--- config.mk ---
export PLATFORM = sky130hd
export DESIGN_NAME = pwm_bridge_drive
export DESIGN_NICKNAME = d
export VERILOG_FILES = /design/src/rtl/pwm_pkg.sv /design/src/rtl/pwm_rst_sync.sv /design/src/rtl/pwm_sweep_counter.sv /design/src/rtl/pwm_sample_latch.sv /design/src/rtl/pwm_leg_driver.sv /design/src/rtl/pwm_bridge_drive.sv
export SDC_FILE = /design/constraint.sdc
export NUM_CORES = 1
export LEC_CHECK = 0
export BUFFER_PORTS_ARGS = -buffer_cell sky130_fd_sc_hd__buf_4
export CAP_MARGIN = 10
export CORE_UTILIZATION = 39
export DETAILED_ROUTE_END_ITERATION = 10
export PLACE_DENSITY = 0.67
export SLEW_MARGIN = 30
export SYNTH_ARGS = -nofsm -noshare
export SYNTH_HDL_FRONTEND = slang
export SYNTH_HIERARCHICAL = 1
export SYNTH_SLANG_ARGS = --single-unit
--- constraint.sdc ---
create_clock -name clk_i -period 2.1 [get_ports clk_i]
set_input_delay 0.42 -clock clk_i [delete_from_list [all_inputs] [get_ports clk_i]]
set_output_delay 0.42 -clock clk_i [all_outputs]
set_load 0.01 [all_outputs]
--- src/rtl/pwm_pkg.sv ---
package pwm_pkg;

  // Default word width after noise shaping.
  localparam int unsigned DEFAULT_SAMPLE_W = 5;

  // Registered drive for the two bridge legs.
  typedef struct packed {
    logic pos;
    logic neg;
  } bridge_legs_t;

endpackage

--- src/rtl/pwm_rst_sync.sv ---
module pwm_rst_sync #(
  parameter int unsigned STAGES = 2
) (
  input  logic clk_i,
  input  logic rst_ni,
  output logic rst_sync_no
);

  logic [STAGES-1:0] chain_q;
  logic [STAGES-1:0] chain_d;

  always_comb begin
    chain_d = {chain_q[STAGES-2:0], 1'b1};
  end

  always_ff @(posedge clk_i or negedge rst_ni) begin
    if (!rst_ni) begin
      chain_q <= '0;
    end else begin
      chain_q <= chain_d;
    end
  end

  assign rst_sync_no = chain_q[STAGES-1];

endmodule

--- src/rtl/pwm_sweep_counter.sv ---
module pwm_sweep_counter #(
  parameter int unsigned SAMPLE_W = 5
) (
  input  logic                clk_i,
  input  logic                rst_ni,
  input  logic                en_i,
  output logic [SAMPLE_W-1:0] count_o,
  output logic                wrap_o
);

  localparam logic [SAMPLE_W-1:0] LAST_CODE = {SAMPLE_W{1'b1}};

  logic [SAMPLE_W-1:0] count_q;
  logic [SAMPLE_W-1:0] count_d;
  logic                at_last;

  always_comb begin
    at_last = (count_q == LAST_CODE);
    count_d = count_q;
    if (en_i) begin
      if (at_last) begin
        count_d = '0;
      end else begin
        count_d = count_q + 1'b1;
      end
    end
  end

  always_ff @(posedge clk_i or negedge rst_ni) begin
    if (!rst_ni) begin
      count_q <= '0;
    end else begin
      count_q <= count_d;
    end
  end

  assign count_o = count_q;
  assign wrap_o  = at_last & en_i;

endmodule

--- src/rtl/pwm_sample_latch.sv ---
module pwm_sample_latch #(
  parameter int unsigned SAMPLE_W = 5
) (
  input  logic                clk_i,
  input  logic                rst_ni,
  input  logic                load_i,
  input  logic [SAMPLE_W-1:0] sample_i,
  output logic [SAMPLE_W-1:0] level_o
);

  localparam logic [SAMPLE_W-1:0] HALF_SCALE = {1'b1, {(SAMPLE_W-1){1'b0}}};

  logic [SAMPLE_W-1:0] level_q;
  logic [SAMPLE_W-1:0] level_d;
  logic [SAMPLE_W-1:0] offset_word;

  always_comb begin
    // Two's complement to offset binary: flip the sign bit.
    offset_word = sample_i ^ HALF_SCALE;
    level_d     = level_q;
    if (load_i) begin
      level_d = offset_word;
    end
  end

  always_ff @(posedge clk_i or negedge rst_ni) begin
    if (!rst_ni) begin
      level_q <= HALF_SCALE;
    end else begin
      level_q <= level_d;
    end
  end

  assign level_o = level_q;

endmodule

--- src/rtl/pwm_leg_driver.sv ---
module pwm_leg_driver
  import pwm_pkg::*;
#(
  parameter int unsigned SAMPLE_W = 5
) (
  input  logic                clk_i,
  input  logic                rst_ni,
  input  logic                en_i,
  input  logic [SAMPLE_W-1:0] count_i,
  input  logic [SAMPLE_W-1:0] level_i,
  output logic                leg_pos_o,
  output logic                leg_neg_o
);

  bridge_legs_t legs_q;
  bridge_legs_t legs_d;
  logic         below;

  always_comb begin
    below  = (count_i < level_i);
    legs_d = legs_q;
    if (en_i) begin
      legs_d.pos = below;
      legs_d.neg = ~below;
    end
  end

  always_ff @(posedge clk_i or negedge rst_ni) begin
    if (!rst_ni) begin
      legs_q <= '0;
    end else begin
      legs_q <= legs_d;
    end
  end

  assign leg_pos_o = legs_q.pos;
  assign leg_neg_o = legs_q.neg;

endmodule

--- src/rtl/pwm_bridge_drive.sv ---
module pwm_bridge_drive
  import pwm_pkg::*;
#(
  parameter int unsigned SAMPLE_W = DEFAULT_SAMPLE_W
) (
  input  logic                clk_i,
  input  logic                rst_ni,
  input  logic [SAMPLE_W-1:0] sample_i,
  output logic                sample_ready_o,
  output logic                leg_pos_o,
  output logic                leg_neg_o
);

  logic                rst_int_n;
  logic [SAMPLE_W-1:0] cnt_q;
  logic [SAMPLE_W-1:0] level_q;
  logic                wrap;
  logic                run_en;

  assign run_en = 1'b1;

  pwm_rst_sync #(
    .STAGES(2)
  ) u_rst_sync (
    .clk_i      (clk_i),
    .rst_ni     (rst_ni),
    .rst_sync_no(rst_int_n)
  );

  pwm_sweep_counter #(
    .SAMPLE_W(SAMPLE_W)
  ) u_counter (
    .clk_i  (clk_i),
    .rst_ni (rst_int_n),
    .en_i   (run_en),
    .count_o(cnt_q),
    .wrap_o (wrap)
  );

  pwm_sample_latch #(
    .SAMPLE_W(SAMPLE_W)
  ) u_latch (
    .clk_i   (clk_i),
    .rst_ni  (rst_int_n),
    .load_i  (wrap),
    .sample_i(sample_i),
    .level_o (level_q)
  );

  pwm_leg_driver #(
    .SAMPLE_W(SAMPLE_W)
  ) u_legs (
    .clk_i    (clk_i),
    .rst_ni   (rst_int_n),
    .en_i     (run_en),
    .count_i  (cnt_q),
    .level_i  (level_q),
    .leg_pos_o(leg_pos_o),
    .leg_neg_o(leg_neg_o)
  );

  assign sample_ready_o = wrap & rst_int_n;

endmodule

==> run summary, run 1 <==
## Final layout
* **utilization after layout** 53.63%
* **Diodes inserted** 0
* **fill cell instance count of the final layout** 154
* **nets@finish** 94
* **non-filler instance count after layout** 105
* **Syn-to-layout area delta** 29.33%
* **most frequent cells in the layout** 13 x dfrtp_1, 12 x buf_4, 6 x mux2_2, 6 x inv_1, 5 x conb_1
* **fraction of final layout cells with drive strength greater than 1** 40.00%
* **cell area after layout** 915.9 µm²
* **most frequent standard cell in the layout excluding fill and tap cells** dfrtp_1

## Timing
* **clk_skew** 0.004325 ns
* **final worst hold slack** 0.1647 ns
* **final critical path time including I/O delays and setup** 2.026 ns
* **unrepaired setup endpoints after global routing** false
* **Hold Vio Cnt, Final** 0
* **number of failing setup endpoints in the final timing report** 0
* **Max Clk Rate** 493.7 MHz
* **final max-slew violation count** 0
* **post-route setup TNS** 0 ns
* **final worst-path cycle share** 96.46%

## Logic synthesis
* **share of the synthesized netlist area taken by xor and xnor gates** 0%
* **number of instances in the synthesized netlist** 60
* **proportion of synthesized area in mux cells** 14.49%
* **sequential area share after synthesis** 49.65%
* **cell accounting for the most synthesized area** dfrtp_1
* **compound-cell area share of the yosys netlist** 6.007%
* **simple-gate area share of the yosys netlist** 13.96%
* **number of synthesized register bits** 14
* **post-synthesis share of cell area spent on full adders, half adders and majority gates** 10.60%
* **combinational family with the most area after synthesis** multiplexers
* **area fraction of the dominant cell type after synthesis** 45.94%
* **Mapped Area** 708.2 µm²
* **mean instance size in the synthesized netlist** 11.80 µm²
* **most area-consuming cells after synthesis** dfrtp_1 46%, ha_1 11%, mux2_2 9.5%
* **post-synthesis cell type count** 24
* **number of warning messages in the yosys log** 6

## Floorplan
* **Die Footprint** 1990 µm²
* **Die Y** 44.61 µm
* **Initial Utilization** 41.47%
* **number of placement rows** 15
* **die width** 44.61 µm
* **number of I/O pins** 10
* **core outline area** 1708 µm²

## Setup path
* **most used cell, CP** and2_4
* **arrival time of the worst setup path** 1.61 ns
* **sort of element at the start of the critical path** register
* **crit path cell chain** ha_2 > and3_4 > ha_4 > and2_4 > and2_4 > buf_6
* **library cell contributing the largest single delay on the critical path** dfrtp_1
* **data required time of the worst path** 1.68 ns
* **RR Startpoint** u_counter/count_o[0]$_DFFE_PN0P_
* **dominant delay contributor by cell family on the critical path** simple AND/OR/NAND/NOR gates
* **number of buffer and inverter instances along the worst setup path** 1
* **maximum fanout encountered on the critical timing path** 4
* **origin of the worst setup path** u_counter/count_o[0]$_DFFE_PN0P_
* **endpoint kind of the worst setup timing path** output port
* **Crit Path Category** register to output port
* **critical path's largest stage delay** 0.39 ns

## Power and ir drop
* **cell area power density** 1207 nW/µm²
* **static power due to leakage** 0.4565 nW
* **worst-case vdd ir drop** 0.5962 mV

## Clock network
* **clock transition at the registers of the reported paths** 0.09 ns
* **number of sinks handled by clock tree synthesis** 14
* **number of H-tree branching levels** 1
* **number of buffers created by CTS** 3
* **clock tree from TritonCTS** built
* **clock latency at the later pin of the worst-skew pair** 0.27 ns
* **clock tree buffer depth** 2
* **root buffer selected by CTS** clkbuf_4

## Routing
* **antenna-violating nets left** 0
* **initial drt markers** 2
* **number of design rule violations left after detail routing** 0
* **sum of routed wire length over all layers** 1213 µm
* **wire length per cell** 11.55 µm
* **TritonRoute pass-1 iters** 2
* **ratio of routed vias to standard cells** 4.571
* **total number of vias** 480

## Place
* **half-perimeter wire length of the detailed placement result** 898 µm
* **routability cong.** 0.7927
* **placed cell count** 98
* **Port Buffers** 9
* **Placement Cell Area** 825.8 µm²

## Global route
* **global-route wire length before repair** 1876 µm
* **leftover overflow at the end of global routing** 0
* **global router's overall resource usage** 13.70%
* **via count of the first global-routing pass** 444
* **maximum number of pins on one net before global-route repair** 14
* **antenna violations before repair** 0

## Run status
* **status** completed

## Hold path
* **Worst Hold Class** register to asynchronous set/reset pin

## Job
* **number of violations of the max-capacitance limit** 0

==> layout make-up <==
class / instances / area, µm² / share of cell area (%)
Multi-Input combinational cell: 42 / 362.8 / 39.62
Sequential cell: 14 / 351.6 / 38.39
Timing Repair Buffer: 14 / 111.4 / 12.16
Clock buffer: 4 / 36.28 / 3.962
Tap cell: 25 / 31.28 / 3.415
Inverter: 6 / 22.52 / 2.459
==> per-stage QoR <==
step / power, mW / worst slack, ns
finish: 1.105 / 0.07431
global route: 1.200 / 0.009530
CTS: 1.093 / 0.003307
detailed placement: 0.8748 / 0.1965
global placement: 0.8559 / 0.2348
floorplan: 0.7513 / 0.2862
==> sequential cells by signal (all words and copies together), names as in the netlist <==
signal and flops:
u_legs/leg_neg_o 1, u_latch/level_o 5, u_counter/count_o 5, u_rst_sync/chain_q 2, u_legs/leg_pos_o 1
==> per-layer routing <==
layer	routed length [µm]	vias to the layer above	global-route usage, %
met4	11	0	7.273
met5	0	-	0
li1	-	241	-
met3	26	2	3.673
met2	579	6	20.59
met1	596	231	18.02
==> cell usage after synthesis (all sizes together) <==
master	number
mux2	7
and2b	1
nand3b	1
a22o	1
conb	2
a21oi	1
nor2b	1
dfstp	1
inv	6
o2111a	1
buf	1
nor2	2
nor3b	1
nand2b	2
dfrtp	13
nand3	1
nand2	4
o21ai	1
and3	2
ha	6
and2	2
mux2i	2
o22ai	1
==> power by group <==
part | internal (mW) | leakage [nW] | switching (mW)
sequential | 0.378 | 0.168 | 0.0788
clock | 0.105 | 0.0210 | 0.0840
combinational | 0.262 | 0.268 | 0.197
==> worst paths after layout <==
check / depth (start not counted) / end / slack (ns)
worst max-delay path: 6 / sample_ready_o / 0.07
worst max register to register: 6 / u_latch/level_o[1]$_DFFE_PN0P_ / 0.48
min in group clk_i: 2 / u_latch/level_o[4]$_DFFE_PN1P_ / 0.28
worst min register to register: 1 / u_legs/leg_pos_o$_DFFE_PN0P_ / 0.16
max in group asynchronous: 2 / u_rst_sync/chain_q[0]$_DFF_PN0_ / 1.55
worst min-delay path: 1 / u_legs/leg_pos_o$_DFFE_PN0P_ / 0.16
==> worst register-to-register path: cells and delay by family, from the launching register on <==
| family | cells | cell delay, ns |
|---|---|---|
| adders and majority gates | 2 | 0.34 |
| buffers and inverters | 1 | 0.14 |
| DFF | 1 | 0.36 |
| muxes | 1 | 0.33 |
| and+or+nand+nor | 2 | 0.34 |
==> what timing repair did <==
item,4_1_cts,5_1_grt
endpoints found under the setup margin,1,1
hold buffers,1,0
resized for setup,2,5
pin swaps,1,1
setup buffers,2,0
hold endpoints to repair,2,0
==> kinds of logic (layout without fill, tap and decap cells) <==
family,Yosys count,in the layout
buffers and inverters,7,24
adder cells (fa/ha/maj),6,6
AND/OR/NAND/NOR,17,17
multiplexers,9,9
AO/OA/AOI/OAI,5,5
other,2,5
flip-flops,14,14
Note: power is estimated with default switching activity, not from simulation.
==> run 2: changes to the inputs <==
==> constraint.sdc (replaced) <==
create_clock -name clk_i -period 2 [get_ports clk_i]
set_input_delay 0.4 -clock clk_i [delete_from_list [all_inputs] [get_ports clk_i]]
set_output_delay 0.4 -clock clk_i [all_outputs]
set_load 0.01 [all_outputs]
==> run summary, run 2 (synthesis results as in run 1) <==
## Run status
* **status** complete, but fails checks
* **failing checks** setup timing

## Timing
* **post-route setup TNS** -0.01870 ns, -0.01870 ns
* **final worst-path cycle share** 100.9%
* **post-route worst setup slack** -0.01870 ns, -0.09301 ns
* **clk_skew** 0.0009215 ns, -0.003403 ns
* **final max-slew violation count** 0, unchanged
* **final worst hold slack** 0.2333 ns, +0.06852 ns
* **unrepaired setup endpoints after global routing** true
* **final critical path time including I/O delays and setup** 2.019 ns
* **Max Clk Rate** 495.4 MHz
* **number of failing setup endpoints in the final timing report** 1, +1
* **Hold Vio Cnt, Final** 0, unchanged

## Routing
* **initial drt markers** 9, +7
* **sum of routed wire length over all layers** 1465 µm, +21%
* **total number of vias** 519, +8.1%
* **TritonRoute pass-1 iters** 4, +2
* **antenna-violating nets left** 0, unchanged
* **number of design rule violations left after detail routing** 0, unchanged
* **ratio of routed vias to standard cells** 4.761, +4.2%
* **wire length per cell** 13.44 µm, +16%

## Floorplan
* **Initial Utilization** 41.47%, unchanged
* **number of I/O pins** 10, unchanged
* **core outline area** 1708 µm², unchanged
* **number of placement rows** 15, unchanged
* **Die Y** 44.61 µm, unchanged
* **die width** 44.61 µm, unchanged
* **Die Footprint** 1990 µm², unchanged

## Setup path
* **maximum fanout encountered on the critical timing path** 2, -2
* **most used cell, CP** and2_4
* **critical path's largest stage delay** 0.40 ns, about the same
* **sort of element at the start of the critical path** register
* **library cell contributing the largest single delay on the critical path** dfrtp_1
* **dominant delay contributor by cell family on the critical path** simple AND/OR/NAND/NOR gates
* **number of buffer and inverter instances along the worst setup path** 1, unchanged
* **Crit Path Category** register to output port
* **arrival time of the worst setup path** 1.62 ns, about the same
* **endpoint kind of the worst setup timing path** output port
* **crit path cell chain** ha_2 > and3_4 > ha_4 > and2_4 > and2_4 > buf_6
* **data required time of the worst path** 1.60 ns, -0.08 ns

## Clock network
* **clock transition at the registers of the reported paths** 0.09 ns, about the same
* **number of buffers created by CTS** 3, unchanged
* **clock tree from TritonCTS** built
* **clock latency at the later pin of the worst-skew pair** 0.28 ns, about the same
* **clock tree buffer depth** 2, unchanged
* **root buffer selected by CTS** clkbuf_4
* **number of sinks handled by clock tree synthesis** 14, unchanged
* **number of H-tree branching levels** 1, unchanged

## Power and ir drop
* **worst-case vdd ir drop** 0.7546 mV, +27%
* **net load switching power** 0.4103 mW, +14%
* **proportion of power drawn by the clock network** 16.7%, -0.4 points
* **sequential group share of total power** 39.9%, -1.5 points
* **static power due to leakage** 0.4767 nW, +4.4%
* **cell area power density** 1290 nW/µm², +6.9%
* **Int Pwr** 0.8095 mW, +8.5%
* **switching share of total power** 33.64%, +1.1 points
* **power share of the combinational group** 43.4%, +1.9 points

## Final layout
* **fraction of final layout cells with drive strength greater than 1** 42.86%, +2.9 points
* **fill cell instance count of the final layout** 148, -3.9%
* **utilization after layout** 55.38%, +1.8 points
* **most frequent cells in the layout** 16 x buf_4, 13 x dfrtp_1, 6 x mux2_2, 6 x inv_1, 5 x conb_1
* **Diodes inserted** 0, unchanged
* **cell area after layout** 945.9 µm², +3.3%
* **Syn-to-layout area delta** 33.57%
* **nets@finish** 98, +4.3%
* **most frequent standard cell in the layout excluding fill and tap cells** buf_4

## Global route
* **via count of the first global-routing pass** 529, +19%
* **global router's overall resource usage** 18.56%, +4.9 points
* **antenna violations before repair** 0, unchanged
* **leftover overflow at the end of global routing** 0, unchanged
* **maximum number of pins on one net before global-route repair** 13, -1
* **global-route wire length before repair** 2497 µm, +33%

## Job
* **number of violations of the max-capacitance limit** 0, unchanged

## Place
* **Setup WS pre-CTS** 0.1212 ns, -0.07530 ns
* **Port Buffers** 9, unchanged
* **half-perimeter wire length of the detailed placement result** 990.1 µm, +10%
* **Placement Cell Area** 825.8 µm², unchanged
* **routability cong.** 0.7771, -2.0%

## Hold path
* **Worst Hold Class** register to asynchronous set/reset pin

[run 2: cell types whose count changed in the layout (fill, tap and decap cells not counted), sizes merged]
cell  before  now
buf       13   17
[run 2: power by group through the flow]
stage	Combinational [mW]	Sequential, mW	Clock [mW]
6_report	0.529	0.486	0.204
5_1_grt	0.596	0.502	0.221
4_1_cts	0.502	0.485	0.206
3_5_place_dp	0.437	0.489	0
3_3_place_gp	0.417	0.483	0
2_1_floorplan	0.317	0.472	0
[run 2: path summary, 6_finish.rpt]
check | startpoint | end | slack [ns] | depth (start not counted)
hold / removal | u_rst_sync/chain_q[1]$_DFF_PN0_ | u_latch/level_o[1]$_DFFE_PN0P_ | 0.23 | 1
max in group asynchronous | rst_ni | u_rst_sync/chain_q[0]$_DFF_PN0_ | 1.49 | 2
hold reg to reg | u_rst_sync/chain_q[1]$_DFF_PN0_ | u_latch/level_o[1]$_DFFE_PN0P_ | 0.23 | 1
setup reg to reg | u_counter/count_o[1]$_DFFE_PN0P_ | u_latch/level_o[1]$_DFFE_PN0P_ | 0.37 | 6
min in group clk_i | sample_i[4] | u_latch/level_o[4]$_DFFE_PN1P_ | 0.26 | 2
setup / recovery | u_counter/count_o[0]$_DFFE_PN0P_ | sample_ready_o | -0.02 | 6
[run 2: timing repair]
action	4_1_cts	5_1_grt
pin swaps	1	1
hold buffers	1	0
hold endpoints to repair	2	0
resized for setup	7	0
endpoints found under the setup margin	1	1
setup buffers	4	2
[run 2: area by class of cell]
class	count	area [µm²]	share of cell area (%)
multi-input combinational	42	362.8	38.36
sequential	14	351.6	37.17
timing repair buffer	18	141.4	14.95
clock buffer	4	36.28	3.836
tap	25	31.28	3.307
inverter	6	22.52	2.381
[run 2: metrics by stage]
stage / cells / total power [mW]
after detailed placement: 98 / 0.9265
after floorplan: 63 / 0.7888
final: 109 / 1.220
after global routing: 109 / 1.318
after CTS: 107 / 1.193
after global placement: 98 / 0.8996
[run 2: routing by layer]
layer	part of all wire [%]	up-vias	GRT usage [%]	wire length [µm]
met5	0	-	0	0
met4	0.96	0	9.091	14
met3	3.3	2	3.673	48
met2	52	12	30.00	762
met1	44	258	23.70	639
li1	-	247	-	-
==> run 3: changes to the inputs <==
--- a/config.mk
+++ b/config.mk
@@ -5,6 +5,7 @@
 export SDC_FILE = /design/constraint.sdc
 export NUM_CORES = 1
 export LEC_CHECK = 0
+export ABC_AREA = 1
 export BUFFER_PORTS_ARGS = -buffer_cell sky130_fd_sc_hd__buf_4
 export CAP_MARGIN = 10
 export CORE_UTILIZATION = 39
==> run summary, run 3 <==
## Run status
* **status** completed

## Timing
* **number of failing setup endpoints in the final timing report** 0, -1
* **final critical path time including I/O delays and setup** 1.933 ns, -0.08539 ns
* **post-route setup TNS** 0 ns, +0.01870 ns
* **clk_skew** 0.001286 ns, +0.0003648 ns
* **Max Clk Rate** 517.2 MHz, +4.4%
* **final worst hold slack** 0.1636 ns, -0.06967 ns
* **final max-slew violation count** 0, unchanged
* **post-route worst setup slack** 0.06669 ns, +0.08539 ns
* **final worst-path cycle share** 96.67%, -4.3 points
* **Hold Vio Cnt, Final** 0, unchanged

## Logic synthesis
* **number of warning messages in the yosys log** 6, unchanged
* **number of instances in the synthesized netlist** 88, +47%
* **most numerous cell in the Yosys netlist** nand2_1
* **Commonest cells post-synth** 31 x nand2_1, 13 x dfrtp_1, 12 x inv_1
* **number of enable flip-flop cells after synthesis** 0, unchanged
* **mean instance size in the synthesized netlist** 8.474 µm², -28%
* **number of synthesized register bits** 14, unchanged
* **area fraction of the dominant cell type after synthesis** 43.62%, -2.3 points
* **sequential area share after synthesis** 47.15%, -2.5 points
* **most area-consuming cells after synthesis** dfrtp_1 44%, nand2_1 16%, ha_1 10%
* **Mapped Area** 745.7 µm², +5.3%
* **FFs w/ async S/R, synth** 100.0%, unchanged
* **cell accounting for the most synthesized area** dfrtp_1
* **Post-synth top flop** dfrtp_1
* **post-synthesis cell type count** 17, -29%

## Global route
* **global-route wire length before repair** 2083 µm, -17%
* **via count of the first global-routing pass** 483, -8.7%
* **global router's overall resource usage** 14.84%, -3.7 points
* **maximum number of pins on one net before global-route repair** 14, +1
* **antenna violations before repair** 0, unchanged
* **leftover overflow at the end of global routing** 0, unchanged

## Floorplan
* **number of I/O pins** 10, unchanged
* **Die Y** 45.73 µm, +2.5%
* **die width** 45.73 µm, +2.5%
* **number of placement rows** 15, unchanged
* **Die Footprint** 2091 µm², +5.1%
* **Initial Utilization** 42.27%, +0.80 points
* **core outline area** 1764 µm², +3.3%

## Hold path
* **Worst Hold Class** register to asynchronous set/reset pin

## Final layout
* **Syn-to-layout area delta** 26.85%
* **nets@finish** 123, +26%
* **most frequent cells in the layout** 30 x nand2_1, 14 x buf_4, 13 x dfrtp_1, 11 x inv_1, 9 x nor2_1
* **Diodes inserted** 0, unchanged
* **cell area after layout** 945.9 µm², unchanged
* **utilization after layout** 53.62%, -1.8 points
* **non-filler instance count after layout** 134, +23%
* **fraction of final layout cells with drive strength greater than 1** 29.36%, -13 points
* **most frequent standard cell in the layout excluding fill and tap cells** nand2_1

## Clock network
* **number of H-tree branching levels** 1, unchanged
* **clock transition at the registers of the reported paths** 0.08 ns, about the same
* **clock tree from TritonCTS** built
* **number of sinks handled by clock tree synthesis** 14, unchanged
* **clock latency at the later pin of the worst-skew pair** 0.27 ns, about the same
* **clock tree buffer depth** 2, unchanged
* **root buffer selected by CTS** clkbuf_4
* **number of buffers created by CTS** 3, unchanged

## Place
* **placed cell count** 126, +29%
* **Setup WS pre-CTS** 0.1493 ns, +0.02817 ns
* **Placement Cell Area** 859.6 µm², +4.1%
* **half-perimeter wire length of the detailed placement result** 934.8 µm, -5.6%
* **routability cong.** 0.7299, -6.1%
* **Port Buffers** 9, unchanged

## Setup path
* **worst reg2reg endpoint** u_latch/level_o[4]$_DFFE_PN1P_
* **crit path cell chain** ha_2 > and3_4 > ha_4 > nand2_4 > inv_2 > nand2_1 > inv_1 > buf_4
* **library cell contributing the largest single delay on the critical path** dfrtp_1
* **maximum fanout encountered on the critical timing path** 3, +1
* **origin of the worst setup path** u_counter/count_o[0]$_DFFE_PN0P_
* **worst-case register-to-register setup slack** 0.55 ns, +0.18 ns
* **endpoint kind of the worst setup timing path** output port
* **number of buffer and inverter instances along the worst setup path** 3, +2
* **dominant delay contributor by cell family on the critical path** flip-flops
* **RR Startpoint** u_counter/count_o[0]$_DFFE_PN0P_
* **number of cells on the worst reg-to-reg path** 9, +3
* **Crit Path Category** register to output port
* **arrival time of the worst setup path** 1.53 ns, -0.09 ns
* **sort of element at the start of the critical path** register
* **data required time of the worst path** 1.60 ns, about the same
* **critical path's largest stage delay** 0.40 ns, about the same

## Routing
* **TritonRoute pass-1 iters** 4, unchanged
* **ratio of routed vias to standard cells** 4.082, -14%
* **initial drt markers** 4, -5
* **antenna-violating nets left** 0, unchanged
* **number of design rule violations left after detail routing** 0, unchanged
* **sum of routed wire length over all layers** 1283 µm, -12%
* **wire length per cell** 9.575 µm, -29%
* **total number of vias** 547, +5.4%

## Job
* **number of violations of the max-capacitance limit** 0, unchanged

## Power and ir drop
* **static power due to leakage** 0.5336 nW, +12%
* **cell area power density** 1284 nW/µm², -0.43%
* **Design Power** 1.215 mW, -0.43%
* **worst-case vdd ir drop** 0.7494 mV, -0.69%

==> run 3: cell types whose count changed in the layout (fill, tap and decap cells not counted), sizes merged, moves of 3 or more <==
cell and delta:
nand2 +30, nor2 +9, inv +8, mux2 -5
buf -3
==> run 3: what timing repair did <==
action	CTS	global route
pin swaps	2	2
resized for setup	3	4
endpoints found under the hold margin	2	0
hold buffers	1	0
buffers inserted	3	0
endpoints found under the setup margin	1	1
==> run 3: final cells by class <==
| type | instances | area (µm²) |
|---|---|---|
| inverter | 14 | 52.55 |
| tap | 25 | 31.28 |
| timing repair buffer | 15 | 115.1 |
| sequential | 14 | 351.6 |
| multi-input combinational | 62 | 369.1 |
| clock buffer | 4 | 26.28 |
| fill | 189 | 818.3 |
==> run 3: report_power, final <==
part	switching, mW	leakage (nW)	internal, mW
Sequential	0.0844	0.167	0.399
Clock	0.0817	0.0150	0.0773
Combinational	0.298	0.352	0.274
Total	0.464	0.534	0.750
==> run 3: worst max path at each step <==
stage / slack (ns) / to / cells past startpoint
after floorplan: 0.28 / sample_ready_o / 7
after global placement: 0.21 / sample_ready_o / 8
after detailed placement: 0.15 / sample_ready_o / 8
after CTS: 0.01 / sample_ready_o / 8
after global routing: -0.008 / sample_ready_o / 8
final: 0.07 / sample_ready_o / 8
==> run 3: cell families (layout without fill, tap and decap cells) <==
family / after synthesis / in the layout / share of synthesized area (%)
flip-flops: 14 / 14 / 47.15
adder cells (fa/ha/maj): 6 / 6 / 10.07
other: 2 / 5 / 1.007
multiplexers: 2 / 2 / 4.027
AO/OA/AOI/OAI: 2 / 2 / 1.341
buffers and inverters: 15 / 33 / 8.557
AND/OR/NAND/NOR: 47 / 47 / 27.85
==> run 3: layer usage <==
metal,GRT usage (%),vias to the layer above,share of wire (%)
met5,0,-,0
met4,1.765,0,0.94
met2,23.43,11,49
met3,7.143,2,4.1
met1,19.05,235,46
li1,-,299,-
